--- src/rtl/lux_seq_pkg.sv ---
package lux_seq_pkg;

  typedef enum logic [2:0] {
    ST_OFF  = 3'd0,
    ST_INT  = 3'd1,
    ST_ARM  = 3'd2,
    ST_EXT  = 3'd3,
    ST_HOLD = 3'd4
  } seq_state_t;

  typedef struct packed {
    logic       en;
    logic       cont;
    logic       ir;
    logic [2:0] mode;
    logic [1:0] rng;
  } cmd_t;

  localparam logic [2:0] MODE_EXT_ADC = 3'b100;
  localparam logic [2:0] MODE_EXT_TMR = 3'b101;

endpackage

--- src/rtl/lux_sat_cnt.sv ---
module lux_sat_cnt #(
  parameter int W = 16
) (
  input  logic         clk,
  input  logic         rst_n,
  input  logic         clr_i,
  input  logic         inc_i,
  output logic [W-1:0] cnt_o,
  output logic [W-1:0] nxt_o
);

  localparam logic [W-1:0] TOP = {W{1'b1}};

  always_comb begin
    nxt_o = cnt_o;
    if (inc_i && cnt_o != TOP) nxt_o = cnt_o + 1'b1;
  end

  always_ff @(posedge clk or negedge rst_n) begin
    if (!rst_n)     cnt_o <= '0;
    else if (clr_i) cnt_o <= '0;
    else            cnt_o <= nxt_o;
  end


  no_wrap_chk: assert property (@(posedge clk) disable iff (!rst_n)
    (cnt_o == TOP && !clr_i) |=> (cnt_o == TOP));

endmodule

--- src/rtl/lux_seq_ctl.sv ---
module lux_seq_ctl
  import lux_seq_pkg::*;
#(
  parameter int CNT_W    = 16,
  parameter int RES_STEP = 4
) (
  input  logic             clk,
  input  logic             rst_n,
  input  logic             cmd_we_i,
  input  logic             new_en_i,
  input  logic [2:0]       new_mode_i,
  input  logic             cont_i,
  input  logic [1:0]       res_i,
  input  logic             osc_tick_i,
  input  logic             sync_i,
  input  logic [CNT_W-1:0] tmr_cnt_i,
  output seq_state_t       state_o,
  output logic             win_end_o,
  output logic             clr_o,
  output logic             run_o
);

  seq_state_t state_q, state_d;

  function automatic logic [CNT_W-1:0] win_last(input logic [1:0] res);
    logic [63:0] one;
    int unsigned sh;
    one = 64'd1;
    sh  = CNT_W - RES_STEP * int'(res);
    return CNT_W'((one << sh) - one);
  endfunction

  function automatic seq_state_t decode(input logic en, input logic [2:0] mode);
    if (!en)                      return ST_OFF;
    else if (!mode[2])            return ST_INT;
    else if (mode == MODE_EXT_ADC || mode == MODE_EXT_TMR) return ST_ARM;
    else                          return ST_HOLD;
  endfunction

  always_comb begin
    state_d   = state_q;
    win_end_o = 1'b0;
    clr_o     = 1'b0;
    unique case (state_q)
      ST_INT:  if (osc_tick_i && tmr_cnt_i == win_last(res_i)) win_end_o = 1'b1;
      ST_EXT:  if (sync_i) win_end_o = 1'b1;
      ST_ARM:  if (sync_i) begin state_d = ST_EXT; clr_o = 1'b1; end
      default: ;
    endcase
    if (win_end_o) begin
      clr_o   = 1'b1;
      state_d = cont_i ? state_q : ST_OFF;
    end
    if (cmd_we_i) begin
      win_end_o = 1'b0;
      clr_o     = 1'b1;
      state_d   = decode(new_en_i, new_mode_i);
    end
  end

  always_ff @(posedge clk or negedge rst_n) begin
    if (!rst_n) state_q <= ST_OFF;
    else        state_q <= state_d;
  end

  assign state_o = state_q;
  assign run_o   = (state_q == ST_INT) || (state_q == ST_EXT);


  rsvd_quiet_chk: assert property (@(posedge clk) disable iff (!rst_n)
    (state_q == ST_HOLD) |-> !win_end_o);


  arm_no_publish_chk: assert property (@(posedge clk) disable iff (!rst_n)
    (state_q == ST_ARM) |-> !win_end_o);


  int_end_on_tick_chk: assert property (@(posedge clk) disable iff (!rst_n)
    (state_q == ST_INT && win_end_o) |-> osc_tick_i);

endmodule

--- src/rtl/lux_seq.sv ---
module lux_seq
  import lux_seq_pkg::*;
#(
  parameter int CNT_W    = 16,
  parameter int RES_STEP = 4
) (
  input  logic             clk,
  input  logic             rst_n,
  input  logic             cmd_we,
  input  logic [7:0]       cmd_wdata,
  input  logic             osc_tick,
  input  logic             sync_stb,
  input  logic             mod_pulse,
  output logic [CNT_W-1:0] result,
  output logic             result_upd,
  output logic             pwr_down,
  output logic             integrating,
  output logic             ir_sel,
  output logic [1:0]       range_sel
);

  cmd_t             cmd_q, cmd_w;
  seq_state_t       state;
  logic             win_end, clr, run;
  logic [CNT_W-1:0] tmr_cnt, tmr_nxt, adc_cnt, adc_nxt;

  assign cmd_w = cmd_t'(cmd_wdata);

  always_ff @(posedge clk or negedge rst_n) begin
    if (!rst_n)      cmd_q <= '0;
    else if (cmd_we) cmd_q <= cmd_w;
  end

  lux_seq_ctl #(.CNT_W(CNT_W), .RES_STEP(RES_STEP)) u_ctl (
    .clk        (clk),
    .rst_n      (rst_n),
    .cmd_we_i   (cmd_we),
    .new_en_i   (cmd_w.en),
    .new_mode_i (cmd_w.mode),
    .cont_i     (cmd_q.cont),
    .res_i      (cmd_q.mode[1:0]),
    .osc_tick_i (osc_tick),
    .sync_i     (sync_stb),
    .tmr_cnt_i  (tmr_cnt),
    .state_o    (state),
    .win_end_o  (win_end),
    .clr_o      (clr),
    .run_o      (run)
  );

  lux_sat_cnt #(.W(CNT_W)) u_tmr (
    .clk   (clk),
    .rst_n (rst_n),
    .clr_i (clr),
    .inc_i (osc_tick & run),
    .cnt_o (tmr_cnt),
    .nxt_o (tmr_nxt)
  );

  lux_sat_cnt #(.W(CNT_W)) u_adc (
    .clk   (clk),
    .rst_n (rst_n),
    .clr_i (clr),
    .inc_i (mod_pulse & run),
    .cnt_o (adc_cnt),
    .nxt_o (adc_nxt)
  );

  logic sel_tmr;
  assign sel_tmr = (cmd_q.mode == MODE_EXT_TMR);

  always_ff @(posedge clk or negedge rst_n) begin
    if (!rst_n) begin
      result     <= '0;
      result_upd <= 1'b0;
    end else begin
      result_upd <= win_end;
      if (win_end) result <= sel_tmr ? tmr_nxt : adc_nxt;
    end
  end

  assign pwr_down    = (state == ST_OFF);
  assign integrating = run;
  assign ir_sel      = cmd_q.ir;
  assign range_sel   = cmd_q.rng;


  result_only_on_upd_chk: assert property (@(posedge clk) disable iff (!rst_n)
    !result_upd |-> (result == $past(result)));


  oneshot_sleep_chk: assert property (@(posedge clk) disable iff (!rst_n)
    (win_end && !cmd_q.cont) |=> pwr_down);


  off_no_count_chk: assert property (@(posedge clk) disable iff (!rst_n)
    pwr_down |-> !integrating);

endmodule

--- config.mk ---
export PLATFORM = sky130hd
export DESIGN_NAME = lux_seq
export DESIGN_NICKNAME = d
export VERILOG_FILES = /design/src/rtl/lux_seq_pkg.sv /design/src/rtl/lux_sat_cnt.sv /design/src/rtl/lux_seq_ctl.sv /design/src/rtl/lux_seq.sv
export SDC_FILE = /design/constraint.sdc
export NUM_CORES = 1
export LEC_CHECK = 0
export BUFFER_PORTS_ARGS = -buffer_cell sky130_fd_sc_hd__buf_2
export CAP_MARGIN = 20
export CORE_MARGIN = 3
export CORE_UTILIZATION = 45
export DETAILED_ROUTE_END_ITERATION = 10
export PLACE_DENSITY_LB_ADDON = 0.08
export SLEW_MARGIN = 25
export SYNTH_ARGS = -nofsm -noshare
export SYNTH_HDL_FRONTEND = slang
export SYNTH_SLANG_ARGS = --single-unit
export TNS_END_PERCENT = 5
--- constraint.sdc ---
create_clock -name clk -period 3.54 [get_ports clk]
set_clock_uncertainty 0.2 [all_clocks]
set_input_delay 0.708 -clock clk [delete_from_list [all_inputs] [get_ports clk]]
set_output_delay 0.708 -clock clk [all_outputs]
set_load 0.02 [all_outputs]
==> metrics.md, run 1 <==
| Metric | Value |
|---|---|
| Status | `finished clean` |
| Core Region | `6460 um2` |
| Post-synth top area share | `0.484` |
| Register Area | `1480 um2` |
| Post-CTS setup buffers | `0` |
| Number of flops mapped to enable cells by yosys | `0` |
| Buf+Inv Stages, Crit Path | `0` |
| Finished Layout Cells | `413` |
| Cells after synthesis | `293` |
| Clock Latency Late Sink | `0.33 ns` |
| H-tree Lvls | `3` |
| CP Capture Point | `result[0]$_DFFE_PN0P_` |
| Starting DRC count in detailed routing | `107` |
| Core Util, Final | `0.545` |
| Worst setup path class | `flip-flop to flip-flop` |
| Mapped cell area | `3050 um2` |
| CTS resizes | `0` |
| Largest net degree at the start of global routing | `36` |
| Critical path arrival | `2.68 ns` |
| Place WS | `0.850 ns` |
| DP Wirelength | `4.87 mm` |
| Worst slew pin tran | `0.730 ns` |
| Share of post-route cells with drive strength above 1 | `0.241` |
| Reg2Reg Depth | `7` |
| GRT Resource Usage Total | `0.195` |
| Slowest stage delay, CP | `0.68 ns` |
| Reg-to-reg startpoint | `u_adc.cnt_o[1]$_DFF_PN0_` |
| Worst setup path start | `u_adc.cnt_o[1]$_DFF_PN0_` |
| Row count | `29` |
| I/O pins | `36` |
| Via count | `2327` |
| Die Height | `88.3 um` |
| Top cells by area, synth | `dfrtp_1 48%, mux2_2 7.8%, nor2_1 5.0%` |
| Clk pin slew, worst setup/hold paths | `0.07 ns` |
| Mean Syn Cell Area | `10.4 um2` |
| Max_cap viols | `0` |
| PortBufs | `35` |
| Area grow syn2layout | `15.4%` |
| Worst hold-check path type | `input port to async pin` |
| RSZ-0062 raised after global routing | `false` |
| Crit path max fanout | `6` |
| Reg2reg end | `result[0]$_DFFE_PN0P_` |
| FILL cells | `604` |
| GP Congestion | `0.879` |
| Final setup violation count | `0` |
| Crit path required time | `3.56 ns` |
| Longest Clk Path Bufs | `2` |
| Setup WS post-layout | `0.883 ns` |
| Worst Hold Slack | `0.165 ns` |
| Min cycle time layout | `2.66 ns` |
| Number of synthesized register bits | `59` |
| Final Hold Vio Count | `0` |
| Async S/R FF share, synth | `1.00` |
| Slew headroom | `0.509` |
| Post-synthesis sequential area ratio | `0.484` |
| Final Max Tran Viols | `0` |
| Die width | `88.3 um` |
| First-pass detailed-route iteration total | `4` |
| Hold buffers post-CTS | `0` |
| WP depth | `7` |
| Drt total wl | `6.90 mm` |
| Setup TNS | `0 ns` |
| Final period util | `0.751` |
| Fmax | `0.376 GHz` |
| Leakage | `1.65 nW` |
| Finished Cell Area | `3520 um2` |
| CTS root buf | `clkbuf_8` |
| Slowest cell on the critical path | `nor4_2` |
| Number of global-route vias before repair | `2297` |
| CP delay by family, top | `simple AND/OR/NAND/NOR gates` |
| Drt wl/cell | `16.7 um` |
| Syn nets | `309` |
| Net count, final | `347` |
| Top_reg_cell synth | `dfrtp_1` |
| CTS Sinks | `59` |
| Distinct cell type count of the synthesized netlist | `45` |
| DRC | `0` |
| Die area | `7800 um2` |
| Initial antenna violation count | `0` |
| Pwr/cell area | `441 nW/um2` |
| Setup crit start kind | `flip-flop` |
| Gr ovfl total | `0` |
| CTS buffer count | `9` |
| ANT cells | `0` |
| Post-Place Cell Area | `3290 um2` |
| Footprint of the multi-input gates | `1490 um2` |
| Ys Warns | `0` |
| CTS tree | `built` |
| Design Power | `1.55 mW` |
| Post-route ant nets | `0` |
| R2R setup slack | `0.88 ns` |
| Dpl cells | `397` |
| Worst vdd ir | `0.287 mV` |
| First-pass GRT wire length | `11.6 mm` |
| CP Cell Sequence | `ha_1, nand4_1, nor4_2, nor2_1, xnor2_1, mux2i_1, mux2_2` |
| Leading area contributor after synthesis | `dfrtp_1` |
| Vias per cell | `5.63` |
| Starting Density | `0.472` |
| Crit. End Element | `flip-flop` |
[worst reg2reg max path, delay by kind of cell (launching register included)]
kind          cells  cell delay (ns)
simple gates      3             1.11
flops             1             0.40
mux               2             0.38
xor+xnor          1             0.25
fa+ha+maj         1             0.21
[power breakdown]
part / total, mW / internal [mW] / switching [mW]
Sequential: 0.713 / 0.695 / 0.0185
Combinational: 0.134 / 0.0506 / 0.0836
Clock: 0.703 / 0.431 / 0.272
Total: 1.55 / 1.18 / 0.374
[cell families after synthesis]
logic type / count (synthesis) / share of synthesized area
adder cells (fa/ha/maj): 2 / 0.00821
buffers and inverters: 17 / 0.0267
multiplexers: 36 / 0.127
AO/OA/AOI/OAI: 23 / 0.0493
AND/OR/NAND/NOR: 130 / 0.229
XOR/XNOR: 26 / 0.0747
flip-flops: 59 / 0.484
[registers in the layout, indices dropped and copies added, names as in the netlist]
register,flops
result_upd,1
range_sel,2
cmd_q,4
ir_sel,1
u_ctl.state_o,3
result,16
u_tmr.cnt_o,16
u_adc.cnt_o,16
[cells in the final DEF (no fill, tap or decap), types with 7 or more instances in the layout]
cell,Yosys,layout
dfrtp_1,59,59
nor2_1,41,41
buf_2,8,35
mux2_2,21,21
xor2_1,17,17
nand4_1,16,16
nand2_1,14,14
mux2i_1,14,14
nand3_1,11,11
clkbuf_8,0,11
xnor2_1,9,9
nor4_1,7,7
[how the worst min path moves through the flow]
stage | start | to | slack, ns
2_1_floorplan | rst_n | cmd_q[2]$_DFFE_PN0P_ | 0.21
3_3_place_gp | range_sel[1]$_DFFE_PN0P_ | range_sel[1]$_DFFE_PN0P_ | 0.28
3_5_place_dp | result[7]$_DFFE_PN0P_ | result[7]$_DFFE_PN0P_ | 0.29
4_1_cts | rst_n | u_tmr.cnt_o[13]$_DFF_PN0_ | 0.18
5_1_grt | rst_n | u_tmr.cnt_o[14]$_DFF_PN0_ | 0.20
6_report | rst_n | u_tmr.cnt_o[14]$_DFF_PN0_ | 0.16
[layout make-up]
type                    count  share of cell area
multi-input cells         217               0.425
flip-flops and latches     59               0.420
clock buffers              11              0.0430
repair buffers             39              0.0583
inverters                   5             0.00534
well taps                  77              0.0274
clock inverters             5              0.0213
[synth_stat cells (all sizes together) (8+ instances only)]
| library cell | count |
|---|---|
| buf | 10 |
| dfrtp | 59 |
| mux2 | 22 |
| mux2i | 14 |
| nand2 | 15 |
| nand3 | 11 |
| nand4 | 17 |
| nor2 | 41 |
| nor4 | 8 |
| xnor2 | 9 |
| xor2 | 17 |
[layer usage]
layer | vias up | routed length, um | GRT usage
met5 | - | 0 | 0
li1 | 1129 | - | -
met3 | 7 | 248 | 0.0466
met1 | 1149 | 3310 | 0.267
met4 | 0 | 78 | 0.0618
met2 | 42 | 3260 | 0.309
(Power assumes the default switching activity.)
==> run 2, diff against run 1 <==
Clock period 3.54 ns to 2.5 ns, I/O delays scaled along.
==> run 2 against run 1 <==
- non-clock buffer count grew 20
- critical endpoint is now result[7]$_DFFE_PN0P_
- clock-buffer cell count grew 1
- wire length grew 3.8%
- critical path depth shrank 1
- sequential cell count is the same
- hold slack gained 0.019 ns
- setup slack lost 0.80 ns
==> metrics.md, run 2 (synthesis results as in run 1) <==
| Metric | Value |
|---|---|
| Status | `finished clean` |
| GP Congestion | `0.912 (+3.8%)` |
| GRT busiest layer | `met2` |
| FILL cells | `567 (-6.1%)` |
| Share of post-route cells with drive strength above 1 | `0.285 (+0.0434)` |
| Final setup violation count | `0 (unchanged)` |
| First-pass GRT wire length | `12.1 mm (+3.6%)` |
| Net count, final | `367 (+5.8%)` |
| Core Region | `6460 um2 (unchanged)` |
| Clk pin slew, worst setup/hold paths | `0.07 ns (about the same)` |
| Final Hold Vio Count | `0 (unchanged)` |
| Min cycle time layout | `2.41 ns (-0.245 ns)` |
| CTS buffer count | `9 (unchanged)` |
| R2R setup slack | `0.09 ns (-0.80 ns)` |
| H-tree Lvls | `3 (unchanged)` |
| Crit path required time | `2.52 ns (-1.04 ns)` |
| Reg2reg end | `result[7]$_DFFE_PN0P_` |
| Drt total wl | `7.16 mm (+3.8%)` |
| Clock share of power | `0.379 (-0.074)` |
| ANT cells | `0 (unchanged)` |
| CP delay by family, top | `simple AND/OR/NAND/NOR gates` |
| Longest Clk Path Bufs | `2 (unchanged)` |
| Dpl cells | `415 (+4.5%)` |
| CP Capture Point | `result[7]$_DFFE_PN0P_` |
| Register Area | `1480 um2 (unchanged)` |
| Initial antenna violation count | `0 (unchanged)` |
| Gr ovfl total | `0 (unchanged)` |
| Final period util | `0.965 (+0.214)` |
| Psw | `0.514 mW (+37%)` |
| Crit path max fanout | `20 (+14)` |
| Worst setup path start | `u_tmr.cnt_o[9]$_DFF_PN0_` |
| Reg2Reg Depth | `6 (-1)` |
| Drt wl/cell | `16.6 um (-0.81%)` |
| PortBufs | `35 (unchanged)` |
| Setup TNS | `0 ns (unchanged)` |
| Starting Density | `0.472 (unchanged)` |
| Combinational fraction of design power | `0.109 (+0.022)` |
| M3 GR Usage | `0.0512 (+0.00466)` |
| Design Power | `1.96 mW (+26%)` |
| CTS tree | `built` |
| Largest net degree at the start of global routing | `33 (-8.3%)` |
| Slowest cell on the critical path | `or4b_1` |
| Clock Latency Late Sink | `0.34 ns (about the same)` |
| Final Max Tran Viols | `0 (unchanged)` |
| Max_cap viols | `0 (unchanged)` |
| Die area | `7800 um2 (unchanged)` |
| Global-route met1 utilization | `0.276 (+0.00901)` |
| Pwr/cell area | `537 nW/um2 (+22%)` |
| Worst vdd ir | `0.366 mV (+27%)` |
| Area grow syn2layout | `19.8%` |
| Critical path arrival | `2.44 ns (-0.24 ns)` |
| First-pass detailed-route iteration total | `4 (unchanged)` |
| Pint | `1.45 mW (+23%)` |
| GRT Resource Usage Total | `0.207 (+0.0116)` |
| Via count | `2405 (+3.4%)` |
| CP Cell Sequence | `or4b_1, o22ai_1, nand4b_1, a21oi_2, buf_12, mux2_2` |
| Sequential Power Share | `0.512 (+0.052)` |
| Reg-to-reg startpoint | `u_tmr.cnt_o[9]$_DFF_PN0_` |
| Die width | `88.3 um (unchanged)` |
| Met2 usage | `0.333 (+0.0245)` |
| Largest regs | `result (16), u_adc.cnt_o (16), u_tmr.cnt_o (16)` |
| Finished Layout Cells | `432 (+4.6%)` |
| Post-route ant nets | `0 (unchanged)` |
| Slew headroom | `0.647 (+0.138)` |
| Vias per cell | `5.57 (-1.2%)` |
| DP Wirelength | `5.18 mm (+6.3%)` |
| Most frequent cells in the layout | `59 x dfrtp_1, 41 x nor2_1, 35 x buf_2, 21 x mux2_2, 21 x buf_4` |
| Setup crit start kind | `flip-flop` |
| Worst hold-check path type | `input port to flip-flop` |
| Number of global-route vias before repair | `2443 (+6.4%)` |
| Worst Hold Depth | `2` |
| Fmax | `0.414 GHz (+10%)` |
| Die Height | `88.3 um (unchanged)` |
| CTS Sinks | `59 (unchanged)` |
| Crit. End Element | `flip-flop` |
| Footprint of the multi-input gates | `1520 um2 (+1.5%)` |
| DRC | `0 (unchanged)` |
| Row count | `29 (unchanged)` |
| Slowest stage delay, CP | `0.50 ns (-0.18 ns)` |
| Net Sw Frac | `0.262 (+0.0206)` |
| Leakage | `1.73 nW (+4.9%)` |
| Buf+Inv Stages, Crit Path | `1 (+1)` |
| I/O pins | `36 (unchanged)` |
| CTS root buf | `clkbuf_8` |
| Worst slew pin tran | `0.530 ns (-0.200 ns)` |
| WP depth | `6 (-1)` |
| Starting DRC count in detailed routing | `102 (-4.7%)` |
| Worst setup path class | `flip-flop to flip-flop` |
| Commonest non-fill, non-tap cell in the layout | `dfrtp_1` |
| RSZ-0062 raised after global routing | `false` |
run 2: changes by cell type in the layout (fill, tap and decap cells not counted), sizes merged:
| cell | before | now |
|---|---|---|
| buf | 39 | 58 |
| bufinv | 2 | 0 |
| clkbuf | 11 | 12 |
| dlygate4sd3 | 0 | 1 |
run 2: worst min path at each step:
stage / startpoint / endpoint / slack (ns)
after floorplan: rst_n / cmd_q[2]$_DFFE_PN0P_ / 0.004
after global placement: range_sel[0]$_DFFE_PN0P_ / range_sel[0]$_DFFE_PN0P_ / 0.28
after detailed placement: range_sel[1]$_DFFE_PN0P_ / range_sel[1]$_DFFE_PN0P_ / 0.29
after CTS: cmd_wdata[0] / range_sel[0]$_DFFE_PN0P_ / 0.17
after global routing: cmd_wdata[6] / cmd_q[6]$_DFFE_PN0P_ / 0.18
final: cmd_wdata[0] / range_sel[0]$_DFFE_PN0P_ / 0.18
run 2: routing by layer:
| metal | vias to the layer above | part of all wire |
|---|---|---|
| met3 | 10 | 0.033 |
| met1 | 1184 | 0.47 |
| met5 | - | 0 |
| met4 | 0 | 0.011 |
| met2 | 38 | 0.48 |
| li1 | 1173 | - |
run 2: layout make-up:
cell class,instances,share of cell area
Inverter,5,0.00514
Tap cell,77,0.0264
Clock buffer,12,0.0398
Sequential cell,59,0.404
Clock inverter,3,0.00411
Multi-Input combinational cell,217,0.415
Timing Repair Buffer,59,0.105
run 2: metrics by stage:
stage               area (um2)  hold WS, ns  worst slack (ns)  utilization
finish                    3650        0.184            0.0874        0.565
floorplan                 3050      0.00441             0.246            -
CTS                       3620        0.169            0.0825        0.561
detailed placement        3450        0.290            0.0854        0.534
global route              3650        0.185          0.000516        0.565
global placement          3450        0.284             0.104        0.534
run 2: power groups by stage:
stage / logic [mW] / clock network, mW / registers (mW)
floorplan: 0.106 / 0 / 1.04
global route: 0.237 / 0.813 / 1.01
detailed placement: 0.216 / 0 / 1.02
finish: 0.214 / 0.743 / 1.00
CTS: 0.218 / 0.770 / 1.00
global placement: 0.215 / 0 / 1.02
run 2: timing repair:
| action | 4_1_cts | 5_1_grt |
|---|---|---|
| setup buffers | 0 | 1 |
| hold buffers | 1 | 0 |
| hold endpoints to repair | 19 | 0 |
| resized for setup | 0 | 4 |
| endpoints found under the setup margin | 0 | 9 |
